==> config.mk <==
export PLATFORM = sky130hd
export DESIGN_NAME = phycr_bridge
export DESIGN_NICKNAME = d
export VERILOG_FILES = /design/src/rtl/phycr_pkg.sv /design/src/rtl/phycr_regs.sv /design/src/rtl/phycr_seq.sv /design/src/rtl/phycr_bridge.sv
export SDC_FILE = /design/constraint.sdc
export NUM_CORES = 1
export LEC_CHECK = 0
export ABC_AREA = 1
export BUFFER_PORTS_ARGS = -buffer_cell sky130_fd_sc_hd__buf_2
export CAP_MARGIN = 20
export CELL_PAD_IN_SITES_DETAIL_PLACEMENT = 0
export CELL_PAD_IN_SITES_GLOBAL_PLACEMENT = 1
export CORE_ASPECT_RATIO = 0.8
export CORE_UTILIZATION = 31
export CTS_CLUSTER_SIZE = 25
export DETAILED_ROUTE_END_ITERATION = 10
export PLACE_DENSITY = 0.77
export REMOVE_ABC_BUFFERS = 1
export SYNTH_ARGS = -nofsm -noshare
export SYNTH_HDL_FRONTEND = slang
export SYNTH_SLANG_ARGS = --single-unit
==> constraint.sdc <==
create_clock -name clk -period 1.8 [get_ports clk]
set_input_delay 0.18 -clock clk [delete_from_list [all_inputs] [get_ports clk]]
set_output_delay 0.18 -clock clk [all_outputs]
set_load 0.02 [all_outputs]
==> src/rtl/phycr_pkg.sv <==
package phycr_pkg;

    typedef enum logic [1:0] {
        CMD_CAP_ADDR = 2'd0,
        CMD_CAP_DATA = 2'd1,
        CMD_READ     = 2'd2,
        CMD_WRITE    = 2'd3
    } cr_cmd_e;

    localparam int NUM_CMDS = 4;

    localparam int unsigned OFS_DIN  = 32'h0C;
    localparam int unsigned OFS_DOUT = 32'h10;
    localparam int unsigned OFS_CAPA = 32'h14;
    localparam int unsigned OFS_CAPD = 32'h18;
    localparam int unsigned OFS_RD   = 32'h1C;
    localparam int unsigned OFS_WR   = 32'h20;

    typedef enum logic [1:0] {
        S_IDLE  = 2'd0,
        S_ISSUE = 2'd1,
        S_WAIT  = 2'd2
    } seq_state_e;

endpackage

==> src/rtl/phycr_regs.sv <==
module phycr_regs
    import phycr_pkg::*;
#(
    parameter int ADDR_W = 8,
    parameter int DATA_W = 32,
    parameter int CR_W   = 16
) (
    input  logic              clk,
    input  logic              rst_n,
    input  logic              bus_wr_en,
    input  logic [ADDR_W-1:0] bus_addr,
    input  logic [DATA_W-1:0] bus_wdata,
    output logic [DATA_W-1:0] bus_rdata,
    input  logic              busy,
    input  cr_cmd_e           cur_kind,
    input  logic              load_dout,
    input  logic [CR_W-1:0]   phy_rdata,
    output logic [CR_W-1:0]   din_q,
    output logic              cmd_go,
    output cr_cmd_e           cmd_kind
);

    localparam int PAD_W = 32 - ADDR_W;
    localparam int ZX_W  = DATA_W - CR_W;

    logic [31:0]     ofs;
    logic            cmd_hit;
    logic [CR_W-1:0] dout_q;

    assign ofs = {{PAD_W{1'b0}}, bus_addr};

    always_comb begin
        cmd_hit  = 1'b1;
        cmd_kind = CMD_CAP_ADDR;
        if (ofs == OFS_CAPA) begin
            cmd_kind = CMD_CAP_ADDR;
        end else if (ofs == OFS_CAPD) begin
            cmd_kind = CMD_CAP_DATA;
        end else if (ofs == OFS_RD) begin
            cmd_kind = CMD_READ;
        end else if (ofs == OFS_WR) begin
            cmd_kind = CMD_WRITE;
        end else begin
            cmd_hit = 1'b0;
        end
    end

    assign cmd_go = bus_wr_en && cmd_hit && bus_wdata[0];

    always_ff @(posedge clk) begin
        if (!rst_n) begin
            din_q <= '0;
        end else if (bus_wr_en && ofs == OFS_DIN) begin
            din_q <= bus_wdata[CR_W-1:0];
        end
    end

    always_ff @(posedge clk) begin
        if (!rst_n) begin
            dout_q <= '0;
        end else if (load_dout) begin
            dout_q <= phy_rdata;
        end
    end

    always_comb begin
        bus_rdata = '0;
        if (ofs == OFS_DIN) begin
            bus_rdata = {{ZX_W{1'b0}}, din_q};
        end else if (ofs == OFS_DOUT) begin
            bus_rdata = {{ZX_W{1'b0}}, dout_q};
        end else if (cmd_hit) begin
            bus_rdata[0] = busy && (cur_kind == cmd_kind);
        end
    end

    AST_DOUT_HOLD: assert property (@(posedge clk) disable iff (!rst_n)
        !load_dout |=> $stable(dout_q));
    AST_DOUT_LOAD: assert property (@(posedge clk) disable iff (!rst_n)
        load_dout |=> dout_q == $past(phy_rdata));

endmodule

==> src/rtl/phycr_seq.sv <==
module phycr_seq
    import phycr_pkg::*;
#(
    parameter int CR_W = 16
) (
    input  logic                clk,
    input  logic                rst_n,
    input  logic                cmd_go,
    input  cr_cmd_e             cmd_kind,
    input  logic [CR_W-1:0]     din_q,
    input  logic                phy_ack,
    output logic                busy,
    output cr_cmd_e             cur_kind,
    output logic [CR_W-1:0]     phy_wdata,
    output logic [NUM_CMDS-1:0] strb,
    output logic                load_dout
);

    seq_state_e state, state_nx;
    logic       accept;
    logic       done;

    assign accept = (state == S_IDLE) && cmd_go;
    assign done   = (state != S_IDLE) && phy_ack;

    always_comb begin
        state_nx = state;
        unique case (state)
            S_IDLE:  if (cmd_go)  state_nx = S_ISSUE;
            S_ISSUE: state_nx = phy_ack ? S_IDLE : S_WAIT;
            S_WAIT:  if (phy_ack) state_nx = S_IDLE;
            default: state_nx = S_IDLE;
        endcase
    end

    always_ff @(posedge clk) begin
        if (!rst_n) state <= S_IDLE;
        else        state <= state_nx;
    end

    always_ff @(posedge clk) begin
        if (!rst_n) begin
            cur_kind  <= CMD_CAP_ADDR;
            phy_wdata <= '0;
        end else if (accept) begin
            cur_kind  <= cmd_kind;
            phy_wdata <= din_q;
        end
    end

    always_comb begin
        busy      = (state != S_IDLE);
        load_dout = done && (cur_kind == CMD_READ);
    end

    for (genvar g = 0; g < NUM_CMDS; g++) begin : g_strb
        assign strb[g] = (state == S_ISSUE) && (cur_kind == cr_cmd_e'(g));
    end

    AST_ONE_STROBE: assert property (@(posedge clk) disable iff (!rst_n)
        $onehot0(strb));
    AST_STROBE_SINGLE: assert property (@(posedge clk) disable iff (!rst_n)
        (|strb) |=> !(|strb));
    AST_BUSY_HOLD: assert property (@(posedge clk) disable iff (!rst_n)
        busy && !phy_ack |=> busy);
    AST_ACK_RELEASE: assert property (@(posedge clk) disable iff (!rst_n)
        busy && phy_ack |=> !busy);
    AST_KIND_KEPT: assert property (@(posedge clk) disable iff (!rst_n)
        busy && !phy_ack |=> $stable(cur_kind) && $stable(phy_wdata));
    AST_IDLE_QUIET: assert property (@(posedge clk) disable iff (!rst_n)
        !busy && !cmd_go |=> !(|strb));

endmodule

==> src/rtl/phycr_bridge.sv <==
module phycr_bridge
    import phycr_pkg::*;
#(
    parameter int ADDR_W = 8,
    parameter int DATA_W = 32,
    parameter int CR_W   = 16
) (
    input  logic              clk,
    input  logic              rst_n,
    input  logic              bus_wr_en,
    input  logic [ADDR_W-1:0] bus_addr,
    input  logic [DATA_W-1:0] bus_wdata,
    output logic [DATA_W-1:0] bus_rdata,
    output logic [CR_W-1:0]   phy_wdata,
    output logic              phy_cap_addr,
    output logic              phy_cap_data,
    output logic              phy_rd,
    output logic              phy_wr,
    input  logic              phy_ack,
    input  logic [CR_W-1:0]   phy_rdata
);

    logic                busy;
    cr_cmd_e             cur_kind;
    cr_cmd_e             cmd_kind;
    logic                cmd_go;
    logic                load_dout;
    logic [CR_W-1:0]     din_q;
    logic [NUM_CMDS-1:0] strb;

    phycr_regs #(.ADDR_W(ADDR_W), .DATA_W(DATA_W), .CR_W(CR_W)) u_regs (
        .clk       (clk),
        .rst_n     (rst_n),
        .bus_wr_en (bus_wr_en),
        .bus_addr  (bus_addr),
        .bus_wdata (bus_wdata),
        .bus_rdata (bus_rdata),
        .busy      (busy),
        .cur_kind  (cur_kind),
        .load_dout (load_dout),
        .phy_rdata (phy_rdata),
        .din_q     (din_q),
        .cmd_go    (cmd_go),
        .cmd_kind  (cmd_kind)
    );

    phycr_seq #(.CR_W(CR_W)) u_seq (
        .clk       (clk),
        .rst_n     (rst_n),
        .cmd_go    (cmd_go),
        .cmd_kind  (cmd_kind),
        .din_q     (din_q),
        .phy_ack   (phy_ack),
        .busy      (busy),
        .cur_kind  (cur_kind),
        .phy_wdata (phy_wdata),
        .strb      (strb),
        .load_dout (load_dout)
    );

    assign phy_cap_addr = strb[CMD_CAP_ADDR];
    assign phy_cap_data = strb[CMD_CAP_DATA];
    assign phy_rd       = strb[CMD_READ];
    assign phy_wr       = strb[CMD_WRITE];

endmodule

==> PnR_summary.wiki, run 1 <==
{| class="wikitable"
! Metric !! Value
|-
| Outcome || finished clean
|-
| Peak fanout along the critical path || 6
|-
| Global-route congestion overflow total || 0
|-
| Total negative slack || 0 ps
|-
| Internal reg-to-reg setup slack || between 400 and 500 ps
|-
| Final Instance Count excl. Fillers || about 540
|-
| Number of antenna violations at the first check in global routing || 0
|-
| Clock latency on the worst-skew pair || 300 ps
|-
| Horizontal extent of the die || between 100 and 150 um
|-
| Number of DRC violations after detailed-routing iteration 0 || around 120
|-
| Setup repair after global routing missed its margin || no
|-
| Startpoint types || register
|-
| Half-perimeter wire length after placement || 4.54 mm
|-
| Count of cells resized by post-cts repair || 0
|-
| Average wire length per cell after detail routing || between 10 and 15 um
|-
| Largest area contributor in the synthesized netlist || dfxtp_1
|-
| Layout filler cell count || approximately 850
|-
| Synthesized cell area || 2450 sq um
|-
| Total setup violations reported at the end of the flow || 0
|-
| Worst-case vdd ir drop || ~0.31 mV
|-
| Signal arrival time at the worst endpoint || 1350 ps
|-
| Number of buffers created by CTS || 5
|-
| Maximum buffer depth of the clock tree || 2
|-
| Yosys cell types || 28
|-
| Wire length of the first global-routing pass || roughly 9.9 mm
|-
| Count of boundary I/O pins || between 100 and 150
|-
| Cell types with the largest area share after synthesis || dfxtp_1, nand2_1, nor2_1
|-
| Data required time at the worst endpoint || approximately 1600 ps
|-
| Maximum capacitance violations || 0
|-
| Clock skew after layout || slightly below 9 ps
|-
| Area share of the largest cell type after synthesis || 42.6%
|-
| N_diodes || 0
|-
| Hold path startpoint || phy_ack
|-
| Path class of the lowest-slack min-delay path || in2reg
|-
| WL final || 6.06 mm
|-
| Number of global-route vias before repair || 2056
|-
| Number of stages on the worst hold path || 2
|-
| Share of final-layout standard cells stronger than drive strength 1 || between 20% and 30%
|-
| Gate count after technology mapping || between 300 and 400
|-
| Post-synth top flop || dfxtp_1
|-
| Via count normalized by instance count || roughly 4.3
|-
| Min Hold Slack || 68.5 ps
|-
| Vias || about 2.3k
|-
| Reg-to-Reg Start || u_seq.state[1]
|-
| Fraction of registers with async set or reset after synthesis || 0%
|-
| DRC Markers || 0
|-
| Worst slew margin relative to its limit || between 60% and 70%
|-
| Final layout net count || 490
|-
| Number of placement rows || 28
|-
| Number of synthesis warnings || 0
|-
| Critical R2R Capture || u_seq.phy_wdata[9]
|-
| Clock period minus final worst setup slack || ~1500 ps
|-
| CTS Sinks || 52
|-
| Initial Util || roughly a third
|-
| Die area || roughly 8300 sq um
|-
| Level count of the clock H-tree || 2
|-
| Mean cell area of the mapped netlist || between 6 and 7 sq um
|-
| Post-CTS setup buffer count || 0
|-
| Largest net degree at the start of global routing || 33
|-
| F_max || 0.655 GHz
|-
| Path depth of the worst reg2reg path || 6
|-
| CTS clock-pin slew for the worst setup and hold paths || ~100 ps
|-
| Final slew viol count || 0
|-
| Type of the worst setup path || reg2out
|-
| CTS tree || built
|-
| Count of flip-flops with a built-in enable after synthesis || 0
|-
| Dominant cell by count in the synthesized netlist || nand2_1
|-
| Critical Path End Type || output pin
|-
| Placed Cells incl. Taps || 528
|-
| Hold violation count in the final report || 0
|-
| Final ANT Viol Nets || 0
|-
| Clock Tree Root || clkbuf_8
|-
| Vertical die dimension || a little over 80 um
|-
| Fraction of the cycle the final worst path needs || about 85%
|-
| Endpoint, Worst Hold || u_seq.state[1]
|-
| CORE AREA || 7530 sq um
|-
| Static leakage || approximately 1.5 nW
|-
| Routability cong. || ~0.75
|-
| Number of hold buffers added after CTS || 0
|-
| Power Dens Cells || 664 nW/um^2
|-
| Transition time at the pin with the least slew margin || between 500 and 600 ps
|-
| List of most frequent post-synthesis cells || nand2_1, nor2_1, dfxtp_1
|-
| Initial DRT Pass Iterations || 4
|-
| Count of state elements after synthesis || 52
|-
| Total GRT Usage || ~15%
|-
| Area Growth Syn to Fin || 21.5%
|-
| Part of the Yosys area used for sequential elements || between 40% and 50%
|-
| Number of buffers inserted by port buffering || 79
|}
## layout by cell type (no fill, tap or decap), types with 6 or more instances in the layout
| master | synthesis | routed |
|---|---|---|
| a21oi_1 | 16 | 16 |
| buf_2 | 3 | 79 |
| buf_4 | 17 | 6 |
| conb_1 | 1 | 16 |
| dfxtp_1 | 52 | 52 |
| inv_1 | 18 | 18 |
| nand2_1 | 80 | 80 |
| nand2_2 | 8 | 8 |
| nand3_1 | 20 | 20 |
| nor2_1 | 72 | 72 |
| o21ai_0 | 32 | 32 |
## metal layers
metal / wire, um / vias up / GRT usage (%)
met2: 2560 / 63 / 23.0
met1: 3140 / 995 / 23.0
met5: 0 / - / 0
met4: 40 / 0 / 2.61
li1: - / 1234 / -
met3: 322 / 4 / 3.06
## how the worst max path moves through the flow
stage	start	endpoint	slack, ps	cells after the start
4_1_cts	u_seq.cur_kind[1]	bus_rdata[0]	270	7
3_5_place_dp	bus_addr[4]	u_seq.cur_kind[0]	320	11
2_1_floorplan	u_seq.state[1]	u_seq.phy_wdata[5]	380	6
5_1_grt	u_seq.cur_kind[1]	bus_rdata[0]	130	7
3_3_place_gp	bus_addr[0]	bus_rdata[4]	330	10
6_report	u_seq.cur_kind[1]	bus_rdata[0]	270	7
## critical path, cell delays in order, from the launching register on
cell and delay [ps]:
dfxtp_1 440, inv_1 100, nand2_1 70, nand2_1 50, inv_1 50, nand3_1 90, nand3_1 70, buf_2 170
## through the flow
step	utilization (%)	worst slack (ps)	cell area, sq um	power [mW]
finish	39.5	274	2970	1.98
global route	39.5	132	2970	2.07
CTS	39.5	266	2970	2.01
detailed placement	38.3	316	2880	1.32
global placement	38.3	327	2880	1.32
floorplan	-	384	2310	1.25
## flip-flops by register name (all words and copies together) (netlist names)
name	cells
u_seq.phy_wdata	16
u_seq.cur_kind	2
u_seq.state	2
u_regs.dout_q	16
u_regs.din_q	16
## kinds of logic (layout without fill, tap and decap cells)
kind of cell	count (synthesis)	count (layout)	synth area share [%]
compound gates	53	53	11.4
buf+inv	52	116	11.4
flops	52	52	42.6
other cells	1	16	0.153
simple gates	194	194	34.5
## where the power goes
part	switching [mW]	total (mW)	internal, mW
sequential	0.000965	1.15	1.15
combinational	0.0961	0.146	0.0499
clock	0.399	0.678	0.279
## layout make-up
type | count | area (sq um) | area share (%)
inverters | 23 | 86.3 | 2.90
well taps | 105 | 131 | 4.42
multi-input cells | 263 | 1180 | 39.8
repair buffers | 85 | 440 | 14.8
flip-flops and latches | 52 | 1040 | 35.0
clock inverters | 3 | 22.5 | 0.758
clock buffers | 5 | 68.8 | 2.31
Note: power is estimated with default switching activity, not from simulation.
==> run 2: changes to the inputs <==
--- a/config.mk
+++ b/config.mk
@@ -5,7 +5,7 @@
 export SDC_FILE = /design/constraint.sdc
 export NUM_CORES = 1
 export LEC_CHECK = 0
-export ABC_AREA = 1
+export ABC_AREA = 0
 export BUFFER_PORTS_ARGS = -buffer_cell sky130_fd_sc_hd__buf_2
 export CAP_MARGIN = 20
 export CELL_PAD_IN_SITES_DETAIL_PLACEMENT = 0
@@ -14,7 +14,7 @@
 export CORE_UTILIZATION = 31
 export CTS_CLUSTER_SIZE = 25
 export DETAILED_ROUTE_END_ITERATION = 10
-export PLACE_DENSITY = 0.77
+export PLACE_DENSITY = 0.75
 export REMOVE_ABC_BUFFERS = 1
 export SYNTH_ARGS = -nofsm -noshare
 export SYNTH_HDL_FRONTEND = slang
==> constraint.sdc (replaced) <==
create_clock -name clk -period 1.3 [get_ports clk]
set_input_delay 0.13 -clock clk [delete_from_list [all_inputs] [get_ports clk]]
set_output_delay 0.13 -clock clk [all_outputs]
set_load 0.02 [all_outputs]
==> PnR_summary.wiki, run 2 <==
{| class="wikitable"
! Metric !! Value
|-
| Peak fanout along the critical path || 8
|-
| Share of final-layout standard cells stronger than drive strength 1 || around 44%
|-
| Power Dens Cells || 817 nW/um^2
|-
| Level count of the clock H-tree || 2
|-
| Maximum capacitance violations || 0
|-
| Synthesized cell area || between 2000 and 3000 sq um
|-
| Total setup violations reported at the end of the flow || 49
|-
| Part of the Yosys area used for sequential elements || between 40% and 50%
|-
| Detail Route met2 WL || between 3 and 4 mm
|-
| Clock Tree Root || clkbuf_8
|-
| Area fraction in and, or, nand and nor cells after synthesis || 22.1%
|-
| Outcome || complete, but fails checks
|-
| Min Hold Slack || around 32 ps
|-
| Data required time at the worst endpoint || between 1000 and 1500 ps
|-
| Slowest cell on crit path || or4_4
|-
| Cell-by-cell trace of the critical path || buf_6 -> or4_4 -> nor4_4 -> buf_6 -> a22o_1 -> buf_6
|-
| Clock skew after layout || 6.38 ps
|-
| Sequential cell area || approximately 1000 sq um
|-
| Count of flip-flops with a built-in enable after synthesis || 0
|-
| Path class of the lowest-slack min-delay path || in2reg
|-
| Clock latency on the worst-skew pair || about 300 ps
|-
| CORE AREA || just under 8000 sq um
|-
| Post-synth top flop || dfxtp_1
|-
| Wire length of the first global-routing pass || between 10 and 15 mm
|-
| Vertical die dimension || ~83 um
|-
| Internal reg-to-reg setup slack || -70 ps
|-
| Mux share of post-synthesis cell area || roughly 6.7%
|-
| Critical R2R Capture || u_regs.dout_q[6]
|-
| Signal arrival time at the worst endpoint || about 1500 ps
|-
| Biggest regs || u_regs.din_q (16), u_regs.dout_q (16), u_seq.phy_wdata (16)
|-
| XOR/XNOR Fraction of Synth Area || less than 1%
|-
| Area share of the largest cell type after synthesis || about two fifths
|-
| Startpoint types || input pin
|-
| N_diodes || 0
|-
| Cell area after layout || 3700 sq um
|-
| CTS clock-pin slew for the worst setup and hold paths || ~100 ps
|-
| Gate count after technology mapping || approximately 280
|-
| Final slew viol count || 0
|-
| F_max || around 0.61 GHz
|-
| Clock period minus final worst setup slack || about 1600 ps
|-
| Most common library cell in the layout ignoring fill and taps || buf_2
|-
| Fraction of the mapped netlist area in adder cells || 0%
|-
| Hold violation count in the final report || 0
|-
| Routability cong. || around 0.75
|-
| Commonest non-fill, non-tap cells in the layout || buf_2, dfxtp_1, nand3_1, buf_6, buf_4
|-
| Crit path largest cell delay || 570 ps
|-
| Number of synthesis warnings || 0
|-
| Most Frequent Cell on Critical Path || buf_6
|-
| Number of antenna violations at the first check in global routing || 0
|-
| Family with the most delay on the worst path || simple AND/OR/NAND/NOR gates
|-
| Initial Util || between 30% and 40%
|-
| Number of buffers inserted by port buffering || 79
|-
| Largest net degree at the start of global routing || 53
|-
| Maximum buffer depth of the clock tree || 2
|-
| Final Instance Count excl. Fillers || around 500
|-
| Number of global-route vias before repair || about 2.2k
|-
| Dominant cell by count in the synthesized netlist || dfxtp_1
|-
| Layout filler cell count || roughly 770
|-
| Average wire length per cell after detail routing || around 15 um
|-
| WL final || 7.62 mm
|-
| Count of boundary I/O pins || between 100 and 150
|-
| Initial DRT Pass Iterations || 7
|-
| Total GRT Usage || around 17%
|-
| Fraction of registers with async set or reset after synthesis || 0%
|-
| Met3 wire length || roughly 340 um
|-
| Area Growth Syn to Fin || 45.4%
|-
| List of most frequent post-synthesis cells || dfxtp_1, nand3_1, nand2_1, nor2b_1
|-
| Worst-case vdd ir drop || 0.456 mV
|-
| Reg-to-Reg Start || u_seq.state[0]
|-
| CTS Sinks || 52
|-
| Critical Path End Type || output pin
|-
| CTS tree || built
|-
| Count of state elements after synthesis || between 50 and 60
|-
| Global-route congestion overflow total || 0
|-
| Total negative slack || -6870 ps
|-
| Endpoint, Worst Hold || u_seq.state[1]
|-
| Highest layer used for signal routing || met4
|-
| Number of buffer and inverter instances along the worst setup path || 3
|-
| Fraction of the cycle the final worst path needs || 126%
|-
| Final core utilization || 46.6%
|-
| Number of buffers created by CTS || 5
|-
| Vias || about 2.4k
|-
| Die area || approximately 8600 sq um
|-
| Horizontal extent of the die || between 100 and 150 um
|-
| Via count normalized by instance count || roughly 4.8
|-
| Number of stages on the worst hold path || 2
|-
| Mean cell area of the mapped netlist || between 9 and 10 sq um
|-
| Half-perimeter wire length after placement || ~5 mm
|-
| Worst slack at placement || -428 ps
|-
| Final worst-path setup slack || -336 ps
|-
| Setup repair after global routing missed its margin || yes
|-
| Failing checks || design-rule violations, negative setup slack
|-
| Path depth of the worst reg2reg path || 7
|-
| DRC Markers || 2
|-
| Placed Cells incl. Taps || 479
|-
| Final layout net count || 446
|-
| Largest area contributor in the synthesized netlist || dfxtp_1
|-
| Hold path startpoint || phy_ack
|-
| WL met1 || 3.55 mm
|-
| Static leakage || around 1.4 nW
|-
| Largest family of logic cells by synthesized area || simple AND/OR/NAND/NOR gates
|-
| Placed instance area || 3210 sq um
|-
| Cell types with the largest area share after synthesis || dfxtp_1, nand3_1, mux2i_1
|-
| Yosys cell types || 38
|-
| Number of placement rows || 29
|-
| Final ANT Viol Nets || 0
|-
| Multi-input combinational cell area || 1460 sq um
|-
| Number of DRC violations after detailed-routing iteration 0 || between 70 and 80
|-
| Complex-gate fraction of the synthesized area || between 20% and 30%
|-
| Total power draw || a little over 3 mW
|-
| Type of the worst setup path || in2out
|}
## run 2: cell type report
class                           count  share of cell area, %
Clock buffer                        5                   1.86
Multi-Input combinational cell    204                   39.4
Clock inverter                      3                   1.15
Tap cell                          108                   3.65
Timing Repair Buffer              123                   25.7
Sequential cell                    52                   28.3
## run 2: power by group
| part | switching, mW | internal, mW | total [mW] | leakage, nW |
|---|---|---|---|---|
| sequential | 0.000667 | 1.59 | 1.59 | 0.420 |
| clock | 0.553 | 0.571 | 1.12 | 0.0541 |
| combinational | 0.181 | 0.128 | 0.309 | 0.971 |
| total | 0.734 | 2.29 | 3.02 | 1.45 |
## run 2: how the worst max path moves through the flow
stage	endpoint	cells after the start	slack, ps	start
final	bus_rdata[12]	6	-340	bus_addr[6]
after detailed placement	bus_rdata[8]	6	-430	bus_addr[1]
after CTS	bus_rdata[0]	6	-380	bus_addr[6]
after floorplan	bus_rdata[10]	3	-370	bus_addr[1]
after global routing	bus_rdata[11]	6	-390	bus_addr[6]
after global placement	bus_rdata[9]	6	-400	bus_addr[1]
## run 2: logic make-up (layout without fill, tap and decap cells)
family	after synthesis	count (layout)
other	1	16
flip-flops	52	52
multiplexers	17	17
AND/OR/NAND/NOR	96	96
XOR/XNOR	2	2
AO/OA/AOI/OAI	73	73
buffers and inverters	36	131
## run 2: what timing repair did
item,4_1_cts,5_1_grt
hold buffers,0,0
endpoints found under the hold margin,0,0
setup endpoints to repair,36,57
buffers inserted,4,4
pin swaps,7,19
gates resized for setup,48,49
cloned,1,2
## run 2: layer usage
metal / up-vias / global-route usage (%)
met2: 70 / 28.2
met4: 0 / 4.87
met5: - / 0
li1: 1174 / -
met1: 1123 / 22.9
met3: 8 / 3.62
## run 2: worst reg2reg max path: cells and delay by family (launching register included)
kind,cells,cell delay [ps]
buffers and inverters,3,390
DFF,1,380
and+or+nand+nor,3,320
muxes,1,190
==> run 3: changes to the inputs <==
==> constraint.sdc (replaced) <==
create_clock -name clk -period 1.3 [get_ports clk]
set_input_delay 0.195 -clock clk [delete_from_list [all_inputs] [get_ports clk]]
set_output_delay 0.195 -clock clk [all_outputs]
set_load 0.02 [all_outputs]
==> PnR_summary.wiki, run 3 (synthesized netlist as in run 2, its figures left out) <==
{| class="wikitable"
! Metric !! Value
|-
| Critical Path End Type || output pin
|-
| N_diodes || 0
|-
| Multi-input combinational cell area || approximately 1400 sq um
|-
| Internal reg-to-reg setup slack || -60 ps
|-
| Half-perimeter wire length after placement || roughly 5.0 mm
|-
| Hold violation count in the final report || 0
|-
| Critical R2R Capture || u_seq.cur_kind[1]
|-
| Met3 GRT Util || just under 3%
|-
| Commonest non-fill, non-tap cells in the layout || buf_2, dfxtp_1, nand3_1, buf_6, buf_4
|-
| Number of hold buffers added after CTS || 0
|-
| DRC Markers || 2
|-
| Number of DRC violations after detailed-routing iteration 0 || 75
|-
| Final slew viol count || 0
|-
| Signal arrival time at the worst endpoint || around 1600 ps
|-
| CORE AREA || slightly below 8000 sq um
|-
| Power Dens Cells || a little under 800 nW/um^2
|-
| Number of buffers created by CTS || 5
|-
| Horizontal extent of the die || about 100 um
|-
| Sequential cell area || between 1000 and 1500 sq um
|-
| Worst-case vdd ir drop || 0.392 mV
|-
| Placed instance area || roughly 3200 sq um
|-
| Most common library cell in the layout ignoring fill and taps || buf_2
|-
| Initial Util || 32.0%
|-
| Maximum buffer depth of the clock tree || 2
|-
| Count of boundary I/O pins || 112
|-
| Number of buffers inserted by port buffering || roughly 80
|-
| Placed Cells incl. Taps || ~480
|-
| Reg-to-Reg Start || u_seq.state[1]
|-
| Global-route congestion overflow total || 0
|-
| Clock period minus final worst setup slack || between 1500 and 2000 ps
|-
| Largest net degree at the start of global routing || between 50 and 60
|-
| Failing checks || design-rule violations, negative setup slack
|-
| Routability cong. || around 0.74
|-
| WL final || around 7.4 mm
|-
| Met2 global-route usage || about 28%
|-
| Final ANT Viol Nets || 0
|-
| Final core utilization || between 40% and 50%
|-
| Path class of the lowest-slack min-delay path || in2reg
|-
| Outcome || complete, but fails checks
|-
| Clock latency on the worst-skew pair || approximately 300 ps
|-
| Final layout net count || approximately 450
|-
| Fraction of the cycle the final worst path needs || 136%
|-
| Final Instance Count excl. Fillers || about 500
|-
| Total setup violations reported at the end of the flow || 48
|-
| Total power draw || 2.90 mW
|-
| Gr busiest metal || met2
|-
| Level count of the clock H-tree || 2
|-
| Clock skew after layout || 6.48 ps
|-
| Setup repair after global routing missed its margin || yes
|-
| Die area || about 8600 sq um
|-
| Number of antenna violations at the first check in global routing || 0
|-
| Wire length of the first global-routing pass || 11.6 mm
|-
| Path depth of the worst reg2reg path || 7
|-
| Final worst-path setup slack || -463 ps
|-
| Type of the worst setup path || in2out
|-
| Maximum capacitance violations || 0
|-
| Via count normalized by instance count || 4.72
|-
| Layout filler cell count || 760
|-
| Area Growth Syn to Fin || 44.5%
|-
| Vertical die dimension || ~83 um
|-
| Biggest regs || u_regs.din_q (16), u_regs.dout_q (16), u_seq.phy_wdata (16)
|-
| Share of final-layout standard cells stronger than drive strength 1 || between 40% and 50%
|-
| Endpoint, Worst Hold || u_seq.state[1]
|-
| Number of placement rows || 29
|-
| Initial DRT Pass Iterations || 7
|-
| Number of global-route vias before repair || ~2.2k
|-
| Data required time at the worst endpoint || 1110 ps
|-
| Total GRT Usage || around 18%
|-
| Met1 routing resource usage after global routing || around 25%
|-
| CTS Sinks || 52
|-
| Peak fanout along the critical path || 8
|-
| Worst slack at placement || -554 ps
|-
| Average wire length per cell after detail routing || roughly 15 um
|-
| Static leakage || ~1.4 nW
|-
| F_max || 0.567 GHz
|-
| Vias || approximately 2.3k
|-
| Startpoint types || input pin
|-
| Number of stages on the worst hold path || 2
|-
| Hold path startpoint || phy_ack
|-
| CTS clock-pin slew for the worst setup and hold paths || 100 ps
|-
| CTS tree || built
|-
| Clock Tree Root || clkbuf_8
|-
| Cell area after layout || between 3000 and 4000 sq um
|}
==> run 3: cell count changes in the layout (fill, tap and decap cells not counted), moves of 2 or more <==
cell | previous run | this run
o21ai_1 | 1 | 7
o21ai_2 | 18 | 12
buf_4 | 29 | 32
dfxtp_2 | 2 | 4
==> run 3: worst max-delay path by stage <==
| stage | from | end | slack (ps) | depth (start not counted) |
|---|---|---|---|---|
| 2_1_floorplan | bus_addr[1] | bus_rdata[10] | -500 | 3 |
| 3_3_place_gp | bus_addr[1] | bus_rdata[9] | -550 | 6 |
| 3_5_place_dp | bus_addr[1] | bus_rdata[2] | -550 | 6 |
| 4_1_cts | bus_addr[1] | bus_rdata[2] | -460 | 6 |
| 5_1_grt | bus_addr[1] | bus_rdata[0] | -500 | 6 |
| 6_report | bus_addr[1] | bus_rdata[2] | -460 | 6 |
==> run 3: layer usage <==
layer | routed length [um] | part of all wire (%)
met5 | 0 | 0
met4 | 25 | 0.34
met2 | 3540 | 48
met1 | 3560 | 48
met3 | 285 | 3.8
==> run 3: report_power, final <==
group / leakage [nW] / switching [mW] / internal (mW)
registers: 0.421 / 0.000719 / 1.59
clock network: 0.0434 / 0.563 / 0.433
logic: 0.977 / 0.179 / 0.132
==> run 3: area by class of cell <==
cell class / instances / area share [%]
clock inverters: 2 / 0.408
clock buffers: 6 / 2.24
well taps: 108 / 3.67
repair buffers: 125 / 26.1
flip-flops and latches: 52 / 28.4
multi-input cells: 204 / 39.1
==> run 3: worst max-delay path: stages <==
cell    delay, ps
buf_6          90
or4_4         570
nor4_4        230
buf_6         190
a22o_1        160
buf_6         120
==> run 3: through the flow <==
step,setup TNS (ps),hold WS [ps]
finish,-8590,96.0
global route,-11940,93.0
CTS,-9090,85.1
detailed placement,-18900,413
global placement,-17450,408
floorplan,-19180,271
==> run 3: timing repair <==
action | in CTS | in global routing
endpoints found under the setup margin | 49 | 56
setup buffers | 5 | 3
pin swaps | 4 | 7
resized for setup | 57 | 32
endpoints found under the hold margin | 0 | 0
gates cloned | 2 | 0
